<file path="config.mk">
export PLATFORM = sky130hd
export DESIGN_NAME = reg_attr_lut
export DESIGN_NICKNAME = d
export VERILOG_FILES = /design/src/rtl/rat_pkg.sv /design/src/rtl/rat_ctrl.sv /design/src/rtl/rat_datapath.sv /design/src/rtl/reg_attr_lut.sv
export SDC_FILE = /design/constraint.sdc
export NUM_CORES = 1
export LEC_CHECK = 0
export ABC_AREA = 1
export BUFFER_PORTS_ARGS = -buffer_cell sky130_fd_sc_hd__buf_4
export CAP_MARGIN = 20
export CORE_AREA = 2 2 145 289
export DETAILED_ROUTE_END_ITERATION = 10
export DIE_AREA = 0 0 147 291
export GPL_ROUTABILITY_DRIVEN = 0
export PLACE_DENSITY = 0.76
export SLEW_MARGIN = 5
export SYNTH_ARGS = -nofsm -noshare
export SYNTH_HDL_FRONTEND = slang
export SYNTH_SLANG_ARGS = --single-unit
</file>
<file path="constraint.sdc">
create_clock -name clk -period 4.1 [get_ports clk]
set_input_delay 0.205 -clock clk [delete_from_list [all_inputs] [get_ports clk]]
set_output_delay 0.205 -clock clk [all_outputs]
set_load 0.005 [all_outputs]
</file>
<file path="src/rtl/rat_pkg.sv">
package rat_pkg;
  typedef enum logic [1:0] {
    ST_IDLE  = 2'd0,
    ST_CLEAR = 2'd1,
    ST_WALK  = 2'd2
  } ratState_t;

  // strobes from control to datapath
  typedef struct packed {
    logic clrTables;
    logic applyEn;
    logic clrErr;
  } ratStrobe_t;

  localparam int NUM_BANKS = 2;
  localparam int NUM_QPORTS = 2;
endpackage

</file>
<file path="src/rtl/rat_ctrl.sv">
module rat_ctrl
  import rat_pkg::*;
#(
  parameter int NUM_ENTRIES = 16,
  localparam int IDX_W = (NUM_ENTRIES > 1) ? $clog2(NUM_ENTRIES) : 1
)(
  input  logic             clk,
  input  logic             rst_n,
  input  logic             rebuild,
  output logic             busy,
  output ratStrobe_t       strobe,
  output logic [IDX_W-1:0] applyIdx
);
  localparam logic [IDX_W-1:0] LAST_IDX = IDX_W'(NUM_ENTRIES - 1);

  ratState_t        state;
  logic [IDX_W-1:0] walkCnt;

  always_ff @(posedge clk or negedge rst_n) begin
    if (!rst_n) begin
      state   <= ST_IDLE;
      walkCnt <= '0;
    end else begin
      unique case (state)
        ST_IDLE: begin
          if (rebuild) begin
            state   <= ST_CLEAR;
            walkCnt <= '0;
          end
        end
        ST_CLEAR: state <= ST_WALK;
        ST_WALK: begin
          if (walkCnt == LAST_IDX) begin
            state   <= ST_IDLE;
            walkCnt <= '0;
          end else begin
            walkCnt <= walkCnt + 1'b1;
          end
        end
        default: state <= ST_IDLE;
      endcase
    end
  end

  always_comb begin
    busy             = (state != ST_IDLE);
    strobe.clrErr    = (state == ST_IDLE) && rebuild;
    strobe.clrTables = (state == ST_CLEAR);
    strobe.applyEn   = (state == ST_WALK);
    applyIdx         = walkCnt;
  end

  // an accepted rebuild leads to the clear cycle
  assert_clear_follows_R3: assert property (@(posedge clk) disable iff (!rst_n)
    (state == ST_IDLE && rebuild) |=> strobe.clrTables);

  // the clear cycle comes right before entry 0 is applied
  assert_walk_after_clear_R4: assert property (@(posedge clk) disable iff (!rst_n)
    strobe.clrTables |=> (strobe.applyEn && applyIdx == '0));

  // busy drops only after the last entry has been walked
  assert_walk_complete_R6: assert property (@(posedge clk) disable iff (!rst_n)
    $fell(busy) |-> ($past(strobe.applyEn) && $past(applyIdx) == LAST_IDX));
endmodule

</file>
<file path="src/rtl/rat_datapath.sv">
module rat_datapath
  import rat_pkg::*;
#(
  parameter int NUM_ENTRIES = 16,
  parameter int NUM_SLOTS   = 32,
  parameter int BANK_W      = 1,
  localparam int IDX_W = (NUM_ENTRIES > 1) ? $clog2(NUM_ENTRIES) : 1,
  localparam int KEY_W = (NUM_SLOTS > 1) ? $clog2(NUM_SLOTS) : 1
)(
  input  logic                               clk,
  input  logic                               rst_n,
  input  ratStrobe_t                         strobe,
  input  logic [IDX_W-1:0]                   applyIdx,
  input  logic                               busy,
  input  logic                               wrEn,
  input  logic [IDX_W-1:0]                   wrIdx,
  input  logic                               wrValid,
  input  logic                               wrType,
  input  logic [KEY_W-1:0]                   wrKey,
  input  logic                               wrIsVec,
  input  logic                               wrPacked,
  input  logic [BANK_W-1:0]                  wrBank,
  input  logic [NUM_QPORTS-1:0]              qType,
  input  logic [NUM_QPORTS-1:0][KEY_W-1:0]   qReg,
  output logic [NUM_QPORTS-1:0]              qEn,
  output logic [NUM_QPORTS-1:0]              qVec,
  output logic [NUM_QPORTS-1:0]              qPk,
  output logic [NUM_QPORTS-1:0][BANK_W-1:0]  qBank,
  output logic                               bankErr
);
  // entry store
  logic              entValid [NUM_ENTRIES];
  logic              entType  [NUM_ENTRIES];
  logic [KEY_W-1:0]  entKey   [NUM_ENTRIES];
  logic              entVec   [NUM_ENTRIES];
  logic              entPk    [NUM_ENTRIES];
  logic [BANK_W-1:0] entBank  [NUM_ENTRIES];

  // expanded per-bank tables
  logic              tEn   [NUM_BANKS][NUM_SLOTS];
  logic              tVec  [NUM_BANKS][NUM_SLOTS];
  logic              tPk   [NUM_BANKS][NUM_SLOTS];
  logic [BANK_W-1:0] tBank [NUM_BANKS][NUM_SLOTS];

  logic curValid, curType, curVec, curPk;
  logic [KEY_W-1:0]  curKey;
  logic [BANK_W-1:0] curBank;
  logic applyOk, applyBad;

  always_comb begin
    curValid = entValid[applyIdx];
    curType  = entType[applyIdx];
    curKey   = entKey[applyIdx];
    curVec   = entVec[applyIdx];
    curPk    = entPk[applyIdx];
    curBank  = entBank[applyIdx];
    applyOk  = strobe.applyEn && curValid && (curBank == '0);
    applyBad = strobe.applyEn && curValid && (curBank != '0);
  end

  always_ff @(posedge clk or negedge rst_n) begin
    if (!rst_n) begin
      for (int e = 0; e < NUM_ENTRIES; e++) begin
        entValid[e] <= 1'b0;
        entType[e]  <= 1'b0;
        entKey[e]   <= '0;
        entVec[e]   <= 1'b0;
        entPk[e]    <= 1'b0;
        entBank[e]  <= '0;
      end
    end else if (wrEn && !busy) begin
      entValid[wrIdx] <= wrValid;
      entType[wrIdx]  <= wrType;
      entKey[wrIdx]   <= wrKey;
      entVec[wrIdx]   <= wrIsVec;
      entPk[wrIdx]    <= wrPacked;
      entBank[wrIdx]  <= wrBank;
    end
  end

  always_ff @(posedge clk or negedge rst_n) begin
    if (!rst_n) begin
      for (int b = 0; b < NUM_BANKS; b++) begin
        for (int s = 0; s < NUM_SLOTS; s++) begin
          tEn[b][s]   <= 1'b0;
          tVec[b][s]  <= 1'b0;
          tPk[b][s]   <= 1'b0;
          tBank[b][s] <= '0;
        end
      end
    end else if (strobe.clrTables) begin
      for (int b = 0; b < NUM_BANKS; b++) begin
        for (int s = 0; s < NUM_SLOTS; s++) begin
          tEn[b][s]   <= 1'b0;
          tVec[b][s]  <= 1'b0;
          tPk[b][s]   <= 1'b0;
          tBank[b][s] <= '0;
        end
      end
    end else if (applyOk) begin
      tEn[curType][curKey]   <= 1'b1;
      tVec[curType][curKey]  <= curVec;
      tPk[curType][curKey]   <= curPk;
      tBank[curType][curKey] <= curBank;
    end
  end

  always_ff @(posedge clk or negedge rst_n) begin
    if (!rst_n)             bankErr <= 1'b0;
    else if (strobe.clrErr) bankErr <= 1'b0;
    else if (applyBad)      bankErr <= 1'b1;
  end

  // query ports, one per generate iteration
  for (genvar p = 0; p < NUM_QPORTS; p++) begin : g_qport
    logic hit;
    assign hit      = !busy && tEn[qType[p]][qReg[p]];
    assign qEn[p]   = hit;
    assign qVec[p]  = hit && tVec[qType[p]][qReg[p]];
    assign qPk[p]   = hit && tPk[qType[p]][qReg[p]];
    assign qBank[p] = hit ? tBank[qType[p]][qReg[p]] : '0;
  end

  logic [NUM_BANKS*NUM_SLOTS-1:0] enAll;
  always_comb begin
    for (int b = 0; b < NUM_BANKS; b++)
      for (int s = 0; s < NUM_SLOTS; s++)
        enAll[b*NUM_SLOTS+s] = tEn[b][s];
  end

  // after the clear cycle no slot is enabled
  assert_tables_empty_R4: assert property (@(posedge clk) disable iff (!rst_n)
    strobe.clrTables |=> ($countones(enAll) == 0));

  // the error flag only rises out of an entry walk
  assert_err_from_walk_R8: assert property (@(posedge clk) disable iff (!rst_n)
    $rose(bankErr) |-> $past(strobe.applyEn));

  // a new enable appears only when an entry is being applied
  assert_en_only_on_apply_R10: assert property (@(posedge clk) disable iff (!rst_n)
    ($countones(enAll) > $countones($past(enAll))) |-> $past(strobe.applyEn));
endmodule

</file>
<file path="src/rtl/reg_attr_lut.sv">
module reg_attr_lut
  import rat_pkg::*;
#(
  parameter int NUM_ENTRIES = 16,
  parameter int NUM_SLOTS   = 32,
  parameter int BANK_W      = 1,
  localparam int IDX_W = (NUM_ENTRIES > 1) ? $clog2(NUM_ENTRIES) : 1,
  localparam int KEY_W = (NUM_SLOTS > 1) ? $clog2(NUM_SLOTS) : 1
)(
  input  logic              clk,
  input  logic              rst_n,
  input  logic              wrEn,
  input  logic [IDX_W-1:0]  wrIdx,
  input  logic              wrValid,
  input  logic              wrType,
  input  logic [KEY_W-1:0]  wrKey,
  input  logic              wrIsVec,
  input  logic              wrPacked,
  input  logic [BANK_W-1:0] wrBank,
  output logic              wrReady,
  input  logic              rebuild,
  output logic              busy,
  output logic              bankErr,
  input  logic              qaType,
  input  logic [KEY_W-1:0]  qaReg,
  output logic              qaEnabled,
  output logic              qaIsVec,
  output logic              qaPacked,
  output logic [BANK_W-1:0] qaBank,
  input  logic              qbType,
  input  logic [KEY_W-1:0]  qbReg,
  output logic              qbEnabled,
  output logic              qbIsVec,
  output logic              qbPacked,
  output logic [BANK_W-1:0] qbBank
);
  ratStrobe_t                        strobe;
  logic [IDX_W-1:0]                  applyIdx;
  logic [NUM_QPORTS-1:0]             qType, qEn, qVec, qPk;
  logic [NUM_QPORTS-1:0][KEY_W-1:0]  qReg;
  logic [NUM_QPORTS-1:0][BANK_W-1:0] qBank;

  assign qType = {qbType, qaType};
  assign qReg  = {qbReg, qaReg};

  rat_ctrl #(.NUM_ENTRIES(NUM_ENTRIES)) u_ctrl (
    .clk(clk), .rst_n(rst_n), .rebuild(rebuild),
    .busy(busy), .strobe(strobe), .applyIdx(applyIdx)
  );

  rat_datapath #(.NUM_ENTRIES(NUM_ENTRIES), .NUM_SLOTS(NUM_SLOTS), .BANK_W(BANK_W)) u_dp (
    .clk(clk), .rst_n(rst_n), .strobe(strobe), .applyIdx(applyIdx), .busy(busy),
    .wrEn(wrEn), .wrIdx(wrIdx), .wrValid(wrValid), .wrType(wrType), .wrKey(wrKey),
    .wrIsVec(wrIsVec), .wrPacked(wrPacked), .wrBank(wrBank),
    .qType(qType), .qReg(qReg), .qEn(qEn), .qVec(qVec), .qPk(qPk), .qBank(qBank),
    .bankErr(bankErr)
  );

  assign wrReady   = !busy;
  assign qaEnabled = qEn[0];
  assign qaIsVec   = qVec[0];
  assign qaPacked  = qPk[0];
  assign qaBank    = qBank[0];
  assign qbEnabled = qEn[1];
  assign qbIsVec   = qVec[1];
  assign qbPacked  = qPk[1];
  assign qbBank    = qBank[1];

  // queries stay silent for the whole rebuild
  assert_quiet_while_busy_R9: assert property (@(posedge clk) disable iff (!rst_n)
    busy |-> (!qaEnabled && !qbEnabled && !qaIsVec && !qbIsVec));

  // a vector or packed report implies an enabled slot
  assert_disabled_scalar_R12: assert property (@(posedge clk) disable iff (!rst_n)
    (qaIsVec || qaPacked) |-> qaEnabled);
endmodule

</file>
==> reports/metrics.sh <==
RATIO_OF_FINAL_MINIMUM_PERIOD_TO_CLOCK_PERIOD_PCT=75.50
DR_DRC_COUNT=0
FP.DIEH_UM=291
SYN2LAYOUT_AREA_GROWTH_PCT=7.143
SYNTH_COMMON_CELLS='sky130_fd_sc_hd__nand2_1 (926), sky130_fd_sc_hd__nand3_1 (534), sky130_fd_sc_hd__dfrtp_1 (423), sky130_fd_sc_hd__o21ai_0 (329), sky130_fd_sc_hd__a21oi_1 (198)'
WIRE_PER_INST_UM=19.52
OUTCOME='completed'
TRITONCTS='yes'
NFILLCELLS=3657
CLOCK-ROOT-BUFFER='sky130_fd_sc_hd__clkbuf_16'
SETUP_TNS_FINAL_NS=0
DR.PASS1.ITERS=8
MAX-CAP-VIOLATIONS=0
POST-SYNTH-TOP-AREA-FRACTION_PCT=44.04
HTREE_NUM_LEVELS=2
SEQ_AREA_FRAC_SYNTH_PCT=44.04
MAXUSEDROUTINGLAYER='met4'
WL_MET2_UM=32400
SYNTH_MOST_COMMON_CELL='sky130_fd_sc_hd__nand2_1'
CLKSLEWWORSTSETUPHOLDPATHS_NS=0.07
LAYOUT_MIN_CYCLE_TIME_NS=3.095
FF_LATCH_AREA_SQ_UM=10590
ENDPOINT_KIND='output port'
MAX_FREQ_MHz=323.1
IO_PINS=41
SYN-MEAN-INSTANCE-AREA_SQ_UM=7.418
OVERFLOW=0
WORSTPATHARRIVAL_NS=2.89
WORST-PATH-MAX-FANOUT=44
POST_SYNTH_INSTANCE_AREA_SQ_UM=24030
P_SEQ_SHARE_PCT=35.1
CTS_POST_SETUP_BUFFERS_INSERTED=0
NUMCLOCKSINKS=423
DESIGN_AREA_SQ_UM=25750
NET-SWITCHING-POWER_mW=6.813
DR_WL_MET3_UM=6253
IO_BUFFERS=40
FP.DIEAREA_SQ_UM=42780
POSTSYNTHREGISTERBITS=423
WIRELENGTH_MET1_UM=28460
PIN_COUNT_OF_THE_BIGGEST_NET_ENTERING_GLOBAL_ROUTING=147
FIRST_GLOBAL_VIAS=21310
POWER_FRAC_CLOCK_PCT=24.4
MULTI_INPUT_COMB_AREA_SQ_UM=11440
PLACE_AREA_SQ_UM=24420
KIND_OF_START_POINT_OF_THE_CRITICAL_PATH='input pin'
DRT_ITER0_DRC=2788
SYNTHTOPCELLSBYAREA='sky130_fd_sc_hd__dfrtp_1 (44%), sky130_fd_sc_hd__nand2_1 (14%), sky130_fd_sc_hd__nand3_1 (11%)'
DIEWIDTH_UM=147
GLOBALROUTETOTALUTIL_PCT=33.73
YOSYS_WARNINGS=0
INSERTEDDIODECOUNT=0
NUMBER_OF_SYNTHESIZED_FLOPS_WITH_AN_ENABLE_PIN=0
FINISH.CELL_COUNT_WITHOUT_FILLERS=3688
MIN_PATH_TYPE='in2reg'
COMB_POWER_SHARE_PCT=40.4
WL_UM=71980
GRT_FIRST_PASS_WIRELENGTH_UM=116100
MAX_SLEW.WORST_PIN.SLEW_NS=1.069
POWER_PER_CELL_AREA_nW_PER_UM2=602.9
VIA_COUNT_NORMALIZED_BY_INSTANCE_COUNT=6.059
FLOORPLAN.ROWS=105
DATA_REQUIRED_TIME_OF_THE_CRITICAL_PATH_NS=3.89
TOTAL_LEAKAGE_POWER_nW=12.13
POST_CTS_RESIZED=0
SYNTH_FP_NETS=3271
IRDROPWORSTVDD_mV=0.6940
WORST-SETUP-PATH-TYPE='in2out'
YOSYS_MOST_USED_DFF='sky130_fd_sc_hd__dfrtp_1'
SYNTHDOMINANTAREACELLTYPE='sky130_fd_sc_hd__dfrtp_1'
GRT_ANTENNA_BEFORE_REPAIR=0
MAXSLEWHEADROOM_PCT=28.77
SETUP_VIOL_COUNT_FINAL=0
MAXSLEWVIOLCOUNT=0
HOLD_VIOLATIONS=0
FLOORPLAN.CORE_AREA_SQ_UM=40730
PLACED_CELL_COUNT=3613
CTS_HOLD_BUF=2
NUM-NETS-FINAL=3153
P_INT_mW=8.712
UNREPAIRED_SETUP_ENDPOINTS_AFTER_GLOBAL_ROUTING='no'
CLOCK_SKEW_NS=0.01673
SYN-INSTANCE-COUNT=3240
SYNTH_CELL_TYPES=37
MAX-CLOCK-PATH-BUFFERS=3
LAYOUT-DRIVE-GT1-SHARE_PCT=9.990
DR_TOTAL_VIAS=22350
INITIAL_CORE_UTIL_PCT=59.01
DETAILED_PLACER_S_ENDING_HPWL_UM=43470
ASYNC_FLOP_SHARE_PCT=100.0
CLOCK_LATENCY_NS=0.56
P_TOTAL_mW=15.53
FINAL_ANTENNA_NET_COUNT=0
CTS_MADE_BUFFERS=40
POWER.SWITCHING_FRACTION_PCT=43.88
[per-stage QoR]
stage | hold WS, ns | util [%] | setup slack [ns]
2_1_floorplan | -0.09059 | - | 2.097
3_3_place_gp | 0.3491 | 59.95 | 1.193
3_5_place_dp | 0.3450 | 59.95 | 1.120
4_1_cts | 0.1666 | 63.23 | 1.053
5_1_grt | 0.1837 | 63.23 | 0.8045
6_report | 0.1804 | 63.23 | 1.005
[cell families (layout without fill, tap and decap cells)]
| family | after synthesis | after routing | share of synthesized area (%) |
|---|---|---|---|
| buffers and inverters | 459 | 372 | 8.439 |
| DFF | 423 | 423 | 44.04 |
| adders and majority gates | 1 | 1 | 0.05205 |
| and+or+nand+nor | 1803 | 1803 | 35.74 |
| AOI/OAI and AO/OA | 554 | 554 | 11.72 |
[placed cells by master (no fill, tap or decap), types with 10 or more instances in the layout]
master / n
sky130_fd_sc_hd__nor2_2: 14
sky130_fd_sc_hd__nor2_1: 176
sky130_fd_sc_hd__nor3_1: 16
sky130_fd_sc_hd__a21oi_1: 198
sky130_fd_sc_hd__nand2_2: 12
sky130_fd_sc_hd__inv_1: 192
sky130_fd_sc_hd__nor2_4: 12
sky130_fd_sc_hd__clkbuf_16: 41
sky130_fd_sc_hd__nor3_2: 24
sky130_fd_sc_hd__buf_4: 67
sky130_fd_sc_hd__dfrtp_1: 422
sky130_fd_sc_hd__o211ai_1: 12
sky130_fd_sc_hd__nand3_1: 534
sky130_fd_sc_hd__nand3_2: 45
sky130_fd_sc_hd__buf_12: 20
sky130_fd_sc_hd__nand2_4: 10
sky130_fd_sc_hd__nand2_1: 925
sky130_fd_sc_hd__o21ai_0: 329
sky130_fd_sc_hd__nand4_4: 23
sky130_fd_sc_hd__clkinv_2: 10
[critical path: stages]
cell and delay [ns]:
sky130_fd_sc_hd__buf_4 0.27, sky130_fd_sc_hd__inv_2 0.38, sky130_fd_sc_hd__buf_12 0.32, sky130_fd_sc_hd__a21oi_1 0.09
sky130_fd_sc_hd__o21ai_0 0.14, sky130_fd_sc_hd__nand3_1 0.14, sky130_fd_sc_hd__a21oi_1 0.35, sky130_fd_sc_hd__o211ai_1 0.17
sky130_fd_sc_hd__nand2_1 0.08, sky130_fd_sc_hd__nand2_1 0.18, sky130_fd_sc_hd__nor2_1 0.32, sky130_fd_sc_hd__buf_4 0.18
[path summary, 6_finish.rpt]
path                                    start               end  slack, ns  depth (start not counted)
setup / recovery                     qbReg[0]            qbBank       1.00                         12
min in group asynchronous               rst_n    u_dp.entVec[0]       0.33                          2
max in group asynchronous               rst_n    u_dp.enAll[23]       2.62                          3
setup reg to reg           u_ctrl.applyIdx[1]      u_dp.tPk[10]       1.03                         12
hold reg to reg              u_dp.entBank[12]  u_dp.entBank[12]       0.48                          2
hold / removal                         wrType   u_dp.entType[0]       0.18                          3
[layer usage]
| layer | GRT usage (%) | vias up |
|---|---|---|
| met5 | 0 | - |
| met4 | 19.93 | 0 |
| met3 | 4.781 | 287 |
| met2 | 51.43 | 1233 |
| met1 | 45.96 | 10410 |
| li1 | - | 10410 |
[final cells by class]
class | instances | share of cell area, %
Multi-Input combinational cell | 2358 | 44.43
Sequential cell | 423 | 41.11
Clock buffer | 58 | 4.543
Timing Repair Buffer | 90 | 3.644
Inverter | 209 | 3.120
Tap cell | 535 | 2.600
Clock inverter | 15 | 0.5539
[power groups by stage]
stage | Clock (mW) | Sequential (mW) | Combinational (mW)
floorplan | 0 | 5.36 | 4.79
detailed placement | 0 | 5.50 | 6.18
CTS | 3.84 | 5.44 | 6.20
global route | 3.99 | 5.54 | 6.81
global placement | 0 | 5.49 | 6.08
finish | 3.79 | 5.46 | 6.27
[flip-flops by register name, indices dropped and copies added (netlist names), 64 cells and up]
name and cells:
u_dp.tBank 64, u_dp.tVec 64, u_dp.tPk 64, u_dp.enAll 64, u_dp.entKey 80
No activity file was read; power rests on OpenSTA's default activity.
